### config.mk
export PLATFORM = sky130hd
export DESIGN_NAME = mreg_xfer_seq
export DESIGN_NICKNAME = d
export VERILOG_FILES = /design/src/rtl/mxs_pkg.sv /design/src/rtl/mxs_find_next.sv /design/src/rtl/mxs_count_below.sv /design/src/rtl/mxs_ctl_reg.sv /design/src/rtl/mreg_xfer_seq.sv
export SDC_FILE = /design/constraint.sdc
export NUM_CORES = 1
export LEC_CHECK = 0
export ABC_AREA = 0
export BUFFER_PORTS_ARGS = -buffer_cell sky130_fd_sc_hd__buf_2
export CAP_MARGIN = 10
export CORE_AREA = 2 2 132 134
export DETAILED_ROUTE_END_ITERATION = 6
export DIE_AREA = 0 0 134 136
export GPL_TIMING_DRIVEN = 1
export MAX_ROUTING_LAYER = met4
export PLACE_DENSITY = 0.76
export SLEW_MARGIN = 20
export SYNTH_ARGS = -nofsm -noshare
export SYNTH_HDL_FRONTEND = slang
export SYNTH_SLANG_ARGS = --single-unit
### constraint.sdc
create_clock -name clk -period 12.2 [get_ports clk]
set_input_delay 0.61 -clock clk [delete_from_list [all_inputs] [get_ports clk]]
set_output_delay 0.61 -clock clk [all_outputs]
set_load 0.02 [all_outputs]
### src/rtl/mxs_pkg.sv
// Package: shared types for the multi-register transfer sequencer.
// Assumes: nothing beyond the standard language.
package mxs_pkg;
    typedef enum logic [1:0] {
        ST_IDLE  = 2'd0,  // waiting for start
        ST_BOUND = 2'd1,  // word boundary: decide next step
        ST_BUS   = 2'd2,  // one word access outstanding
        ST_WRB   = 2'd3   // base register update
    } mxs_state_e;
endpackage

### src/rtl/mxs_find_next.sv
// Module: finds the lowest set mask bit at or above a start position.
// Assumes: from may equal NREG, in which case nothing is found.
module mxs_find_next #(
    parameter int NREG = 16,
    parameter int IW   = $clog2(NREG),
    parameter int PW   = IW + 1
) (
    input  logic [NREG-1:0] mask,
    input  logic [PW-1:0]   from,
    output logic [IW-1:0]   idx,
    output logic            found
);
    // priority scan from the top so the lowest qualifying bit wins
    always_comb begin
        idx   = '0;
        found = 1'b0;
        for (int i = NREG - 1; i >= 0; i--) begin
            if (mask[i] && (i >= int'(from))) begin
                idx   = IW'(i);
                found = 1'b1;
            end
        end
    end
endmodule

### src/rtl/mxs_count_below.sv
// Module: counts set mask bits strictly below a limit index.
// Assumes: the result fits in PW bits (NREG < 2**PW).
module mxs_count_below #(
    parameter int NREG = 16,
    parameter int IW   = $clog2(NREG),
    parameter int PW   = IW + 1
) (
    input  logic [NREG-1:0] mask,
    input  logic [PW-1:0]   lim,
    output logic [PW-1:0]   cnt
);
    // population count of the masked low part
    always_comb begin
        cnt = '0;
        for (int i = 0; i < NREG; i++) begin
            if (mask[i] && (i < int'(lim))) begin
                cnt = cnt + PW'(1);
            end
        end
    end
endmodule

### src/rtl/mxs_ctl_reg.sv
// Module: one-bit control register that disables interruption of sequences.
// Assumes: privilege is qualified by the caller through ctl_priv; only
// bit 0 is stored and all other read bits return zero.
module mxs_ctl_reg #(
    parameter int          AW       = 32,
    parameter int          DW       = 32,
    parameter logic [31:0] CTL_ADDR = 32'hE000_E008
) (
    input  logic          clk,
    input  logic          rst_n,
    input  logic          we,
    input  logic          priv,
    input  logic [AW-1:0] addr,
    input  logic [DW-1:0] wdata,
    output logic [DW-1:0] rdata,
    output logic          dis
);
    logic hit;
    logic ctl_unused_bits;

    assign hit             = priv && (addr == AW'(CTL_ADDR));
    assign ctl_unused_bits = ^wdata[DW-1:1];

    // hold the disable bit; privileged writes at the mapped address only
    always_ff @(posedge clk) begin
        if (!rst_n) begin
            dis <= 1'b0;
        end else if (we && hit) begin
            dis <= wdata[0];
        end
    end

    // read port: privileged access at the mapped address sees bit 0
    always_comb begin
        rdata = '0;
        if (hit) begin
            rdata = {{(DW-1){1'b0}}, dis};
        end
    end
endmodule

### src/rtl/mreg_xfer_seq.sv
// Module: interruptible multi-register load/store sequencer (top).
// Moves the registers selected by a mask, one word per bus access, in
// ascending register order to ascending addresses. At each word boundary
// a pending interrupt may break the sequence unless the control register
// disables this. Base writeback happens only after full success.
// Assumes: the bus holds mem_err_i meaningful only with mem_rdy_i; the
// register file read port is combinational.
module mreg_xfer_seq #(
    parameter int          NREG     = 16,
    parameter int          AW       = 32,
    parameter int          DW       = 32,
    parameter logic [31:0] CTL_ADDR = 32'hE000_E008,
    localparam int         IW       = $clog2(NREG),
    localparam int         PW       = IW + 1
) (
    input  logic            clk,
    input  logic            rst_n,
    input  logic            start_i,
    input  logic            resume_i,
    input  logic            cont_mode_i,
    input  logic            is_load_i,
    input  logic            wb_en_i,
    input  logic [AW-1:0]   base_i,
    input  logic [NREG-1:0] mask_i,
    input  logic [IW-1:0]   base_reg_i,
    output logic            busy_o,
    output logic            done_o,
    output logic            fault_o,
    output logic            brk_o,
    output logic            cont_vld_o,
    output logic [IW-1:0]   cont_idx_o,
    output logic            mem_req_o,
    output logic            mem_we_o,
    output logic [AW-1:0]   mem_addr_o,
    output logic [DW-1:0]   mem_wdata_o,
    input  logic [DW-1:0]   mem_rdata_i,
    input  logic            mem_rdy_i,
    input  logic            mem_err_i,
    output logic [IW-1:0]   rf_raddr_o,
    input  logic [DW-1:0]   rf_rdata_i,
    output logic            rf_we_o,
    output logic [IW-1:0]   rf_waddr_o,
    output logic [DW-1:0]   rf_wdata_o,
    input  logic            irq_req_i,
    output logic            irq_ack_o,
    input  logic            ctl_we_i,
    input  logic            ctl_priv_i,
    input  logic [AW-1:0]   ctl_addr_i,
    input  logic [DW-1:0]   ctl_wdata_i,
    output logic [DW-1:0]   ctl_rdata_o
);
    import mxs_pkg::*;

    mxs_state_e      state_q;
    logic [AW-1:0]   base_q;
    logic [NREG-1:0] mask_q;
    logic            ld_q;
    logic            wb_q;
    logic            mode_q;
    logic [IW-1:0]   breg_q;
    logic [PW-1:0]   ptr_q;
    logic [PW-1:0]   cnt_q;
    logic [IW-1:0]   cur_q;
    logic            cont_vld_q;
    logic [IW-1:0]   cont_idx_q;

    logic [IW-1:0]   nxt_idx;
    logic            nxt_found;
    logic [PW-1:0]   resume_cnt;
    logic            ctl_dis;
    logic            use_cont;
    logic            hs;
    logic [AW-1:0]   seq_addr;

    // next register to move, scanning the latched mask from the pointer
    mxs_find_next #(.NREG(NREG)) u_next (
        .mask  (mask_q),
        .from  (ptr_q),
        .idx   (nxt_idx),
        .found (nxt_found)
    );

    // words already moved before the saved continuation index
    mxs_count_below #(.NREG(NREG)) u_below (
        .mask (mask_i),
        .lim  ({1'b0, cont_idx_q}),
        .cnt  (resume_cnt)
    );

    // interruption-disable control register
    mxs_ctl_reg #(.AW(AW), .DW(DW), .CTL_ADDR(CTL_ADDR)) u_ctl (
        .clk   (clk),
        .rst_n (rst_n),
        .we    (ctl_we_i),
        .priv  (ctl_priv_i),
        .addr  (ctl_addr_i),
        .wdata (ctl_wdata_i),
        .rdata (ctl_rdata_o),
        .dis   (ctl_dis)
    );

    assign use_cont = resume_i && cont_vld_q;
    assign seq_addr = base_q + AW'({cnt_q, 2'b00});
    assign hs       = (state_q == ST_BUS) && mem_rdy_i;

    // status and handshake outputs decoded from the state
    always_comb begin
        busy_o    = (state_q != ST_IDLE);
        brk_o     = (state_q == ST_BOUND) && nxt_found && irq_req_i && !ctl_dis;
        irq_ack_o = ((state_q == ST_IDLE) && irq_req_i) || brk_o;
        done_o    = ((state_q == ST_BOUND) && !nxt_found && !wb_q)
                    || (state_q == ST_WRB);
        fault_o   = hs && mem_err_i;
    end

    // bus and register-file port drive
    always_comb begin
        mem_req_o   = (state_q == ST_BUS);
        mem_we_o    = (state_q == ST_BUS) && !ld_q;
        mem_addr_o  = seq_addr;
        mem_wdata_o = rf_rdata_i;
        rf_raddr_o  = cur_q;
        rf_we_o     = (hs && !mem_err_i && ld_q) || (state_q == ST_WRB);
        rf_waddr_o  = (state_q == ST_WRB) ? breg_q : cur_q;
        rf_wdata_o  = (state_q == ST_WRB) ? seq_addr : mem_rdata_i;
    end

    assign cont_vld_o = cont_vld_q;
    assign cont_idx_o = cont_idx_q;

    // sequencing state machine and its operand registers
    always_ff @(posedge clk) begin
        if (!rst_n) begin
            state_q    <= ST_IDLE;
            base_q     <= '0;
            mask_q     <= '0;
            ld_q       <= 1'b0;
            wb_q       <= 1'b0;
            mode_q     <= 1'b0;
            breg_q     <= '0;
            ptr_q      <= '0;
            cnt_q      <= '0;
            cur_q      <= '0;
            cont_vld_q <= 1'b0;
            cont_idx_q <= '0;
        end else begin
            unique case (state_q)
                ST_IDLE: begin
                    if (start_i && !irq_req_i) begin
                        base_q     <= base_i;
                        mask_q     <= mask_i;
                        ld_q       <= is_load_i;
                        wb_q       <= wb_en_i;
                        mode_q     <= cont_mode_i;
                        breg_q     <= base_reg_i;
                        ptr_q      <= use_cont ? {1'b0, cont_idx_q} : '0;
                        cnt_q      <= use_cont ? resume_cnt : '0;
                        cont_vld_q <= 1'b0;
                        state_q    <= ST_BOUND;
                    end
                end
                ST_BOUND: begin
                    if (!nxt_found) begin
                        state_q <= wb_q ? ST_WRB : ST_IDLE;
                    end else if (brk_o) begin
                        cont_vld_q <= mode_q;
                        cont_idx_q <= nxt_idx;
                        state_q    <= ST_IDLE;
                    end else begin
                        cur_q   <= nxt_idx;
                        state_q <= ST_BUS;
                    end
                end
                ST_BUS: begin
                    if (hs) begin
                        if (mem_err_i) begin
                            state_q <= ST_IDLE;
                        end else begin
                            cnt_q   <= cnt_q + PW'(1);
                            ptr_q   <= PW'(cur_q) + PW'(1);
                            state_q <= ST_BOUND;
                        end
                    end
                end
                ST_WRB: begin
                    state_q <= ST_IDLE;
                end
                default: state_q <= ST_IDLE;
            endcase
        end
    end
endmodule

==> results by group <==
Status
  – Outcome: completed

Setup path
  – R2R depth: slightly above 40
  – Crit Path Class: reg2reg
  – Worst-path maximum fanout: 20
  – Reg-to-Reg Start: cont_idx_o[1]
  – Startpoint Class: flop
  – Endpoint class of the critical path: flop
  – Crit path top cell by count: ha_1
  – R2R setup slack: 3.47 ns
  – Worst path max stage delay: 0.40 ns
  – WP data arrival: 8.97 ns
  – Reg-to-Reg End: cnt_q[1]
  – Worst endpoint required time: between 10 and 15 ns
  – Critical Path Start: cont_idx_o[1]
  – Crit-path slowest cell: ha_1

Timing
  – Slew Limit Fails: 0
  – Fin. Hold Viols: 0
  – Layout Skew: approximately 0.0073 ns
  – Final setup violation count: 0
  – RSZ-0062 raised after global routing: false
  – Final setup TNS: 0 ns
  – Max Freq: roughly 110 MHz
  – Hold WS: 0.465 ns
  – Final period utilization: 71.5%
  – Slew @ Worst Pin: between 0.7 and 0.8 ns
  – Final min period: slightly below 9 ns
  – Slew margin rel.: between 50% and 60%

Floorplanning
  – Die H: 136 um
  – Core Rows: 48
  – Top Ports: 341
  – Placeable Area: 16900 um2
  – Die ar.: 18200 um2
  – Die width: ~130 um
  – Initial core utilization: 43.4%

Global route
  – GR Util All Layers: roughly a quarter
  – Initial antenna violation count: 7
  – Largest net degree at the start of global routing: 79
  – First-pass GRT wire length: 32900 um
  – Number of global-route vias before repair: ~6400
  – Grt total ovfl: 0

Worst hold path
  – Hold Path End: breg_q[3]
  – Worst hold path class: reg2reg
  – Hold_sp: breg_q[3]
  – Hold path cells: 2

Synthesis
  – Ys flop type: dfxtp_1
  – Compound-Gate Fraction of Synth Area: approximately a fifth
  – YS warnings: 0
  – Adder-cell share of the synthesized area: ~4.2%
  – Simple-Gate Fraction of Synth Area: a little under a quarter
  – Largest family of logic cells by synthesized area: simple AND/OR/NAND/NOR gates
  – EDFF count, synth: 0
  – Yosys reg bits: 77
  – Synthesized instance count: 962
  – Mean area per synthesized cell: roughly 7.6 um2
  – Area contributors post-synth: dfxtp_1 (21%), nand2_1 (9.7%), buf_4 (6.8%)
  – Yosys cell types: 88
  – Post-synth ARST share: 0%
  – Area share of xor/xnor cells in the synthesized design: approximately an eighth
  – Area share of the largest cell type after synthesis: roughly a fifth
  – Post-Syn Area: about 7300 um2
  – Sequential area share after synthesis: about a fifth
  – Area leader, netlist: dfxtp_1
  – Mux cell area share after synthesis: under 10%

Routing
  – Post-route DRC: 0
  – DR WL/cell: about 16 um
  – Post-route ant nets: 0
  – Total number of vias: roughly 7000
  – TritonRoute pass-1 iters: 5
  – Via density: 5.28
  – Drt total wl: between 20000 and 25000 um
  – Starting DRT DRC Count: approximately 560

Final layout
  – Final net count: approximately 1300
  – Share of cells above drive strength 1: between 20 and 30%
  – Number of fill cells: ~1600
  – Area grow syn2layout: 15.8%

Clock network
  – # H-tree levels: 3
  – # clock sinks: 77
  – Clk slew on worst S/H paths: approximately 0.070 ns
  – CTS root buf: clkbuf_16
  – CTS max path bufs: 2
  – Cts repair resizes: 0
  – Hold buffers post-CTS: 0
  – Post-CTS Setup Bufs: 0
  – TritonCTS clock tree: done
  – Clock Latency Late Sink: about 0.35 ns
  – Cts bufs inserted: 9

Place
  – GPL Wtd Cong: between 0.9 and 1
  – HPWL after DPL: between 15000 and 20000 um
  – Buffers added on ports: between 200 and 250

Pwr
  – Fraction of power consumed by sequential logic: between 30% and 40%
  – P_int: between 0.5 and 0.6 mW
  – Switching share of total power: 34.5%
  – NetSw: ~0.29 mW
  – Leak pwr: between 3 and 4 nW
  – Power per Cell Area: about 98 nW/um2
  – Combinational Power Share: 29.4%
  – Clock network fraction of total power: between 30% and 40%
  – Worst VDD drop: about 0.000098 V

Flow run
  – Max-cap violations: 0
[layer usage]
layer	global-route usage, %	up-vias	share of wire [%]
met5	-	-	0
met4	5.50	0	1.4
met3	5.89	31	8.1
met2	38.1	257	47
met1	29.9	3272	43
li1	-	3531	-
[per-stage QoR]
stage	instance area, um2	setup slack [ns]	instances	utilization [%]	power, mW
CTS	8470	3.55	1339	50.2	0.834
global route	8480	2.89	1342	50.2	0.874
global placement	8140	3.67	1323	48.2	0.526
detailed placement	8140	3.58	1323	48.2	0.530
floorplan	7430	3.95	992	-	0.480
finish	8480	3.47	1342	50.2	0.832
[critical path, delay by kind of cell, from the launching register on]
kind / cells / cell delay, ns
AO/OA/AOI/OAI: 11 / 2.10
XOR/XNOR: 5 / 0.93
adder cells (fa/ha/maj): 8 / 2.46
buffers and inverters: 3 / 0.31
flip-flops: 1 / 0.30
multiplexers: 5 / 1.25
AND/OR/NAND/NOR: 9 / 1.23
[flip-flops by register name (all words and copies together) (netlist names)]
signal	cells
cont_vld_o	1
wb_q	1
cnt_q	5
cont_idx_o	4
base_q	32
ld_q	1
ptr_q	5
rf_raddr_o	4
mode_q	1
state_q	2
u_ctl.dis	1
breg_q	4
mask_q	16
[final cells by class]
| cell class | instances | area (um2) | share of cell area [%] |
|---|---|---|---|
| diodes | 3 | 7.51 | 0.0885 |
| clock buffers | 9 | 225 | 2.66 |
| clock inverters | 7 | 105 | 1.24 |
| inverters | 36 | 135 | 1.59 |
| multi-input cells | 764 | 5060 | 59.7 |
| flip-flops and latches | 77 | 1540 | 18.2 |
| well taps | 225 | 282 | 3.32 |
| repair buffers | 221 | 1120 | 13.3 |
[power groups by stage]
stage / Combinational (mW) / Sequential, mW / Clock, mW
2_1_floorplan: 0.198 / 0.282 / 0
3_3_place_gp: 0.239 / 0.288 / 0
3_5_place_dp: 0.242 / 0.288 / 0
4_1_cts: 0.243 / 0.282 / 0.309
5_1_grt: 0.270 / 0.285 / 0.319
6_report: 0.244 / 0.283 / 0.304
[worst max-delay path by stage]
stage	endpoint	slack [ns]
floorplan	cnt_q[1]	3.95
finish	cnt_q[1]	3.47
global placement	cnt_q[1]	3.67
CTS	cnt_q[1]	3.55
detailed placement	cnt_q[1]	3.58
global route	cnt_q[4]	2.89
[synthesized netlist by cell type, types with 3 or more instances]
master and instances:
buf_4 66, a21boi_0 60, or2_2 3, nand3_1 28
dfxtp_1 77, nor3b_1 8, and2_1 9, buf_2 4
xnor2_4 3, o22ai_1 7, a32oi_1 4, buf_1 3
nor4b_1 5, ha_1 23, and2_0 3, a221oi_1 7
o21ai_1 4, or3_1 6, o31ai_1 4, nand2b_1 7
and3_1 15, mux2_2 39, o21ai_0 31, nand4_1 3
mux2i_1 10, o211ai_1 6, xor2_1 32, nor4_1 5
a31oi_1 6, a31o_2 3, nor3_1 15, inv_1 35
a21o_1 8, a21oi_1 36, nand2_1 190, clkbuf_1 39
nor2_1 48, nor2b_1 7, buf_6 3, xnor2_1 39
xnor2_2 3
[placed cells by master (no fill, tap or decap), types with 4 or more instances in the layout]
cell       instances
o31ai_1            4
o22ai_1            7
nand2_1          190
nor2_1            48
or3_1              6
mux2_2            39
nor4_1             5
nand3_1           27
nand2b_1           7
a21boi_0          60
inv_1             35
nor3_1            15
and3_1            14
ha_1              23
mux2i_1           10
nor2b_1            7
a21o_1             8
a31oi_1            6
o21ai_0           31
nor4b_1            5
buf_4              7
a32oi_1            4
conb_1            31
dfxtp_1           77
xor2_1            32
xnor2_1           39
nor3b_1            8
o21ai_1            4
and2_1             9
a221oi_1           7
buf_2            214
clkbuf_16          9
a21oi_1           36
o211ai_1           6
[cells by family (layout without fill, tap and decap cells)]
| kind of cell | count (synthesis) | in the layout |
|---|---|---|
| AOI/OAI and AO/OA | 211 | 211 |
| xor gates and xnor gates | 82 | 82 |
| muxes | 49 | 49 |
| adders and majority gates | 24 | 24 |
| buffers and inverters | 151 | 273 |
| other | 1 | 34 |
| DFF | 77 | 77 |
| and+or+nand+nor | 367 | 367 |
Power figures use the tool's default switching activity.
